===== src/rtl/ce_gate_pkg.sv =====
// Package: shared types for the reset-qualified chip-enable gate.
// Assumes: nothing beyond standard SystemVerilog.
package ce_gate_pkg;

    // Operating phase of the gate controller.
    typedef enum logic [1:0] {
        GATE_OPEN  = 2'd0,  // system out of reset, enable passes through
        GATE_GRACE = 2'd1,  // reset seen mid-access, access allowed to finish
        GATE_BLOCK = 2'd2   // reset asserted, enable held inactive
    } gate_state_e;

endpackage


===== src/rtl/ce_grace_timer.sv =====
// Module: ce_grace_timer
// Counts the cycles of the grace window. The controller loads it with
// 'start' on the edge where reset is first seen mid-access, and advances it
// with 'run' on each later edge of the window. 'expired' is high once
// HOLD_CYCLES cycles of the window have been counted.
// Assumes: HOLD_CYCLES >= 1; 'start' and 'run' never high together.
module ce_grace_timer #(
    parameter int HOLD_CYCLES = 2000
) (
    input  logic clk,
    input  logic rst_n,
    input  logic start,
    input  logic run,
    output logic expired
);
    localparam int CW = $clog2(HOLD_CYCLES + 1);
    localparam logic [CW-1:0] LIMIT = CW'(HOLD_CYCLES);

    logic [CW-1:0] cnt_q;

    // Load on window start, advance while the window is running.
    always_ff @(posedge clk) begin
        if (!rst_n) begin
            cnt_q <= '0;
        end else if (start) begin
            cnt_q <= CW'(1);
        end else if (run) begin
            cnt_q <= cnt_q + CW'(1);
        end
    end

    assign expired = (cnt_q == LIMIT);

    // the count never passes the window length.
    a_r4_cnt_bound: assert property (@(posedge clk) disable iff (!rst_n)
        cnt_q <= LIMIT);

    // the controller never advances a timer that has already expired.
    a_r4_no_run_past_limit: assert property (@(posedge clk) disable iff (!rst_n)
        run |-> !expired);

    // load and advance are exclusive.
    a_r4_start_run_excl: assert property (@(posedge clk) disable iff (!rst_n)
        !(start && run));

endmodule


===== src/rtl/ce_gate_ctrl.sv =====
// Module: ce_gate_ctrl
// Decides each cycle whether the memory enable may be active. The decision
// depends on the system reset, the incoming enable, the registered output
// and the grace timer. It drives the timer controls and holds the output
// register.
// Assumes: inputs synchronous to clk; the timer reports 'expired' for the
// count it was loaded and advanced with.
module ce_gate_ctrl
    import ce_gate_pkg::*;
(
    input  logic clk,
    input  logic rst_n,
    input  logic sys_reset,
    input  logic ce_in_n,
    input  logic tmr_expired,
    output logic tmr_start,
    output logic tmr_run,
    output logic mem_ce_n
);
    gate_state_e state_q, state_d;
    logic        out_q, out_d;

    // Next phase, next output and timer controls.
    always_comb begin
        state_d   = state_q;
        out_d     = 1'b1;
        tmr_start = 1'b0;
        tmr_run   = 1'b0;
        unique case (state_q)
            GATE_OPEN: begin
                if (!sys_reset) begin
                    out_d = ce_in_n;
                end else if (!out_q && !ce_in_n) begin
                    state_d   = GATE_GRACE;
                    out_d     = 1'b0;
                    tmr_start = 1'b1;
                end else begin
                    state_d = GATE_BLOCK;
                end
            end
            GATE_GRACE: begin
                if (!sys_reset) begin
                    state_d = GATE_OPEN;
                    out_d   = ce_in_n;
                end else if (ce_in_n || tmr_expired) begin
                    state_d = GATE_BLOCK;
                end else begin
                    out_d   = 1'b0;
                    tmr_run = 1'b1;
                end
            end
            GATE_BLOCK: begin
                if (!sys_reset) begin
                    state_d = GATE_OPEN;
                    out_d   = ce_in_n;
                end
            end
            default: begin
                state_d = GATE_BLOCK;
            end
        endcase
    end

    // Phase and output registers.
    always_ff @(posedge clk) begin
        if (!rst_n) begin
            state_q <= GATE_OPEN;
            out_q   <= 1'b1;
        end else begin
            state_q <= state_d;
            out_q   <= out_d;
        end
    end

    assign mem_ce_n = out_q;

    // the output leaves reset inactive.
    a_r1_reset_inactive: assert property (@(posedge clk)
        $past(!rst_n) |-> mem_ce_n);

    // with the system out of reset the output follows the input a cycle later.
    a_r2_passthrough: assert property (@(posedge clk) disable iff (!rst_n)
        ($past(rst_n) && !$past(sys_reset)) |-> (mem_ce_n == $past(ce_in_n)));

    // an active output is always backed by an active input.
    a_r3_active_needs_input: assert property (@(posedge clk) disable iff (!rst_n)
        !mem_ce_n |-> $past(!ce_in_n));

    // a released input during reset deactivates the output.
    a_r5_release_ends: assert property (@(posedge clk) disable iff (!rst_n)
        ($past(rst_n) && $past(sys_reset) && $past(ce_in_n)) |-> mem_ce_n);

    // an output already inactive while in reset stays inactive.
    a_r6_no_new_access: assert property (@(posedge clk) disable iff (!rst_n)
        ($past(rst_n) && $past(sys_reset) && $past(mem_ce_n)) |-> mem_ce_n);

    // a blocked gate holds its output high.
    a_r7_block_holds: assert property (@(posedge clk) disable iff (!rst_n)
        (state_q == GATE_BLOCK) |-> mem_ce_n);

endmodule


===== src/rtl/ce_reset_gate.sv =====
// Module: ce_reset_gate (top)
// Passes an active-low memory chip-enable only while the system is out of
// reset. An access running when reset is first seen may continue for up to
// HOLD_CYCLES cycles, or until its enable releases, whichever comes first.
// Assumes: HOLD_CYCLES >= 1; sys_reset and ce_in_n synchronous to clk.
module ce_reset_gate #(
    parameter int HOLD_CYCLES = 2000
) (
    input  logic clk,
    input  logic rst_n,
    input  logic sys_reset,
    input  logic ce_in_n,
    output logic mem_ce_n
);
    localparam int RW = $clog2(HOLD_CYCLES + 3);

    logic tmr_start;
    logic tmr_run;
    logic tmr_expired;

    ce_gate_ctrl u_ctrl (
        .clk        (clk),
        .rst_n      (rst_n),
        .sys_reset  (sys_reset),
        .ce_in_n    (ce_in_n),
        .tmr_expired(tmr_expired),
        .tmr_start  (tmr_start),
        .tmr_run    (tmr_run),
        .mem_ce_n   (mem_ce_n)
    );

    ce_grace_timer #(
        .HOLD_CYCLES(HOLD_CYCLES)
    ) u_timer (
        .clk    (clk),
        .rst_n  (rst_n),
        .start  (tmr_start),
        .run    (tmr_run),
        .expired(tmr_expired)
    );

    // Port-level window monitor: counts consecutive edges that see reset high
    // while the output is active.
    logic [RW-1:0] win_run_q;

    // Count edges that see an active output under reset; clear otherwise.
    always_ff @(posedge clk) begin
        if (!rst_n) begin
            win_run_q <= '0;
        end else if (sys_reset && !mem_ce_n) begin
            if (win_run_q != {RW{1'b1}}) begin
                win_run_q <= win_run_q + RW'(1);
            end
        end else begin
            win_run_q <= '0;
        end
    end

    // the output is active under reset for no more than the window allows
    // (the first edge that sees reset still shows the pre-reset output).
    a_r4_window_bound: assert property (@(posedge clk) disable iff (!rst_n)
        win_run_q <= RW'(HOLD_CYCLES + 1));

endmodule


===== config.mk =====
export PLATFORM = sky130hd
export DESIGN_NAME = ce_reset_gate
export DESIGN_NICKNAME = d
export VERILOG_FILES = /design/src/rtl/ce_gate_pkg.sv /design/src/rtl/ce_grace_timer.sv /design/src/rtl/ce_gate_ctrl.sv /design/src/rtl/ce_reset_gate.sv
export SDC_FILE = /design/constraint.sdc
export NUM_CORES = 1
export LEC_CHECK = 0
export BUFFER_PORTS_ARGS = -buffer_cell sky130_fd_sc_hd__clkbuf_2
export CAP_MARGIN = 30
export CELL_PAD_IN_SITES_DETAIL_PLACEMENT = 1
export CELL_PAD_IN_SITES_GLOBAL_PLACEMENT = 2
export CORE_MARGIN = 4
export CORE_UTILIZATION = 34
export DETAILED_ROUTE_END_ITERATION = 12
export PLACE_DENSITY = 0.7
export SYNTH_ARGS = -nofsm -noshare
export SYNTH_HDL_FRONTEND = slang
export SYNTH_HIERARCHICAL = 1
export SYNTH_SLANG_ARGS = --single-unit

===== constraint.sdc =====
create_clock -name clk -period 2.5 [get_ports clk]
set_input_delay 0.125 -clock clk [delete_from_list [all_inputs] [get_ports clk]]
set_output_delay 0.125 -clock clk [all_outputs]
set_load 0.03 [all_outputs]

==> flow_metrics.tcl <==
set metrics [dict create \
    grt_max_degree 11 \
    cp_slowest_cell "or4_1" \
    cts_tree "built" \
    clockRootBuffer "clkbuf_4" \
    clk_pin_slew_ns 0.08 \
    io_buffer_count 4 \
    rsz0062_at_grt "false" \
    drive_gt1_share_pct 16.1 \
    synth_top_cells_by_count "14 x dfxtp_1, 8 x nor2_1, 6 x a21oi_1, 5 x nand2_1" \
    p_int_w 0.000289 \
    critPathMaxFanout 6 \
    netlist_area_um2 688 \
    synth_area_leaders "dfxtp_1 41%, xor2_1 5.1%, a21oi_1 4.4%" \
    worstSkewPairLatency_ns 0.27 \
    drt_iter0_markers 2 \
    place_area_um2 746 \
    firstDrtPassIters 4 \
    synth_cell_types 28 \
    skew_ns 0.00181 \
    pwr-share-comb_pct 5.7 \
    start_util_pct 35.4 \
    fmax_ghz 0.448 \
    p_clk_share_pct 32.7 \
    ant_nets 0 \
    leakagePower_nw 0.276 \
    drcViolationCount 0 \
    period_share_pct 89.3 \
    n_fill_cell 246 \
    worstPathRequired_ns 2.70 \
    regToRegSetupSlack_ns 0.27 \
    fp-row-count 16 \
    final_area_um2 786 \
    path_buf_inv 1 \
    syn_area_per_cell_um2 8.82 \
    grt_overflow 0 \
    hold_viol_final 0 \
    synth-async-reset-ratio_pct 0 \
    fp.dieH_um 53.0 \
    vias_per_cell 5.38 \
    synth_top_area_share_pct 40.7 \
    seqPwrFrac_pct 61.6 \
    switching_share_pct 22.1 \
    grt_pass1_wl_um 2660 \
    antenna_found_initial 0 \
    htree_num_levels 1 \
    worstPathArrival_ns 2.43 \
    synth_flop_cell "dfxtp_1" \
    status "complete, no violations" \
    power.density_mw_per_mm2 473 \
    slowest_delay_ns 0.53 \
    worstRegToRegCells 8 \
    startpoint_type "flip-flop" \
    setup_viol 0 \
    fin_setup_tns_ns 0 \
    endpoint_kind "flip-flop" \
    worst_pin_slew_ns 0.579 \
    cts_hold_buffers 0 \
    syn_inst 78 \
    regArea_um2 280 \
    grt_pass1_vias 622 \
    seq_area_frac_synth_pct 40.7 \
    irDropWorstVdd_mv 0.218 \
    crit_path_cell_trace "inv_1 > ha_1 > nor4bb_1 > nand2b_1 > nor2_2 > nand3_1 > or4_1 > a21oi_1" \
    clock_sinks 14 \
    core_mm2 0.00194 \
    hold_depth 2 \
    drt-wirelength-per-cell_um 12.8 \
    dieWidth_um 53.0 \
    report.final.slew_viol_count 0 \
    cp_num_cells 8 \
    worstSetupPathType "flip-flop to flip-flop" \
    final_nets 95 \
    grt_usage_pct 13.0 \
    die_area_mm2 0.00281 \
    yosysMostFrequentCell "dfxtp_1" \
    synth_edf_count 0 \
    cp_top_family "simple AND/OR/NAND/NOR gates" \
    ys_warn_count 6 \
    dp_hpwl_um 1130 \
    slew_headroom_pct 60.9 \
    synth_top_cell_by_area "dfxtp_1" \
    finalWeightedCongestion 0.738 \
    period_minus_slack_ns 2.23 \
    ioPinCount 5 \
    cts_max_path_buffers 2 \
    wl_um 1460 \
    syn_to_final_growth_pct 14.2 \
    synth_seq_cells 14 \
    syn_nets 84 \
    p_switching_w 0.0000819 \
    multiInputGateArea_um2 388 \
    hold_path.class "input pin to flip-flop" \
    cts_made_buffers 3 \
    maxCapViolCount 0 \
    vias 613 \
    antenna_cells 0 \
]
[state kept, by name (all words and copies together) (netlist names)]
register / count
u_ctrl/mem_ce_n: 1
u_timer/cnt_q: 11
u_ctrl/state_q: 2
[power by group through the flow]
| stage | Sequential, W | Clock, W | Combinational, W |
|---|---|---|---|
| 6_report | 0.000229 | 0.000121 | 0.0000212 |
| 5_1_grt | 0.000229 | 0.000144 | 0.0000242 |
| 4_1_cts | 0.000229 | 0.000131 | 0.0000217 |
| 3_5_place_dp | 0.000234 | 0 | 0.0000216 |
| 3_3_place_gp | 0.000234 | 0 | 0.0000211 |
| 2_1_floorplan | 0.000235 | 0 | 0.0000117 |
[per-layer routing]
layer | global-route usage [%] | wire (um)
met2 | 22.1 | 766
met1 | 14.8 | 667
met5 | 0 | 0
met4 | 7.66 | 7
met3 | 2.54 | 22
[cell families (layout without fill, tap and decap cells)]
logic type | count (synthesis) | count (layout) | share of synthesized area, %
AND/OR/NAND/NOR | 33 | 33 | 27.8
flip-flops | 14 | 14 | 40.7
adder cells (fa/ha/maj) | 2 | 2 | 3.64
buffers and inverters | 5 | 14 | 3.27
AO/OA/AOI/OAI | 19 | 19 | 18.0
multiplexers | 1 | 1 | 1.45
XOR/XNOR | 4 | 4 | 5.09
[cells in the final DEF, fill, tap and decap left out, types with 2 or more instances in the layout]
master	n
nand3_1	3
clkbuf_4	3
a21oi_1	6
nand2_1	5
nand2b_1	2
or4_1	4
nor2_1	7
o31ai_1	4
buf_4	4
o21ai_0	4
inv_1	3
xor2_1	4
dfxtp_1	14
clkbuf_2	4
ha_1	2
nand4_1	3
or3_1	2
[worst reg2reg max path, cell delays in order, from the launching register on]
cell and delay, ns:
dfxtp_1 0.39, inv_1 0.06, ha_1 0.20, nor4bb_1 0.18, nand2b_1 0.18, nor2_2 0.25
nand3_1 0.24, or4_1 0.53, a21oi_1 0.15
[final timing paths]
| check | start | endpoint |
|---|---|---|
| setup / recovery | u_timer/cnt_q[0] | u_timer/cnt_q[10] |
| hold / removal | rst_n | u_ctrl/mem_ce_n |
| setup reg to reg | u_timer/cnt_q[0] | u_timer/cnt_q[10] |
| hold reg to reg | u_timer/cnt_q[10] | u_timer/cnt_q[10] |
[stage by stage]
stage	utilization [%]	worst slack, ns	hold slack, ns	cells	power [W]
after detailed placement	38.4	0.0794	0.367	109	0.000255
after floorplan	-	0.587	0.197	78	0.000247
final	40.5	0.266	0.0778	114	0.000371
after global placement	38.4	0.106	0.354	109	0.000255
after CTS	39.6	0.0613	0.0687	112	0.000381
after global routing	40.5	0.00875	0.0916	114	0.000397
[layout make-up]
| cell class | count | share of cell area [%] |
|---|---|---|
| well taps | 27 | 4.30 |
| flip-flops and latches | 14 | 35.7 |
| repair buffers | 8 | 6.37 |
| multi-input cells | 59 | 49.4 |
| inverters | 3 | 1.43 |
| clock buffers | 3 | 2.87 |
[timing repair]
| item | CTS | global route |
|---|---|---|
| setup buffers | 0 | 2 |
| gates resized for setup | 0 | 1 |
| endpoints found under the setup margin | 0 | 6 |
Note: power is estimated with default switching activity, not from simulation.
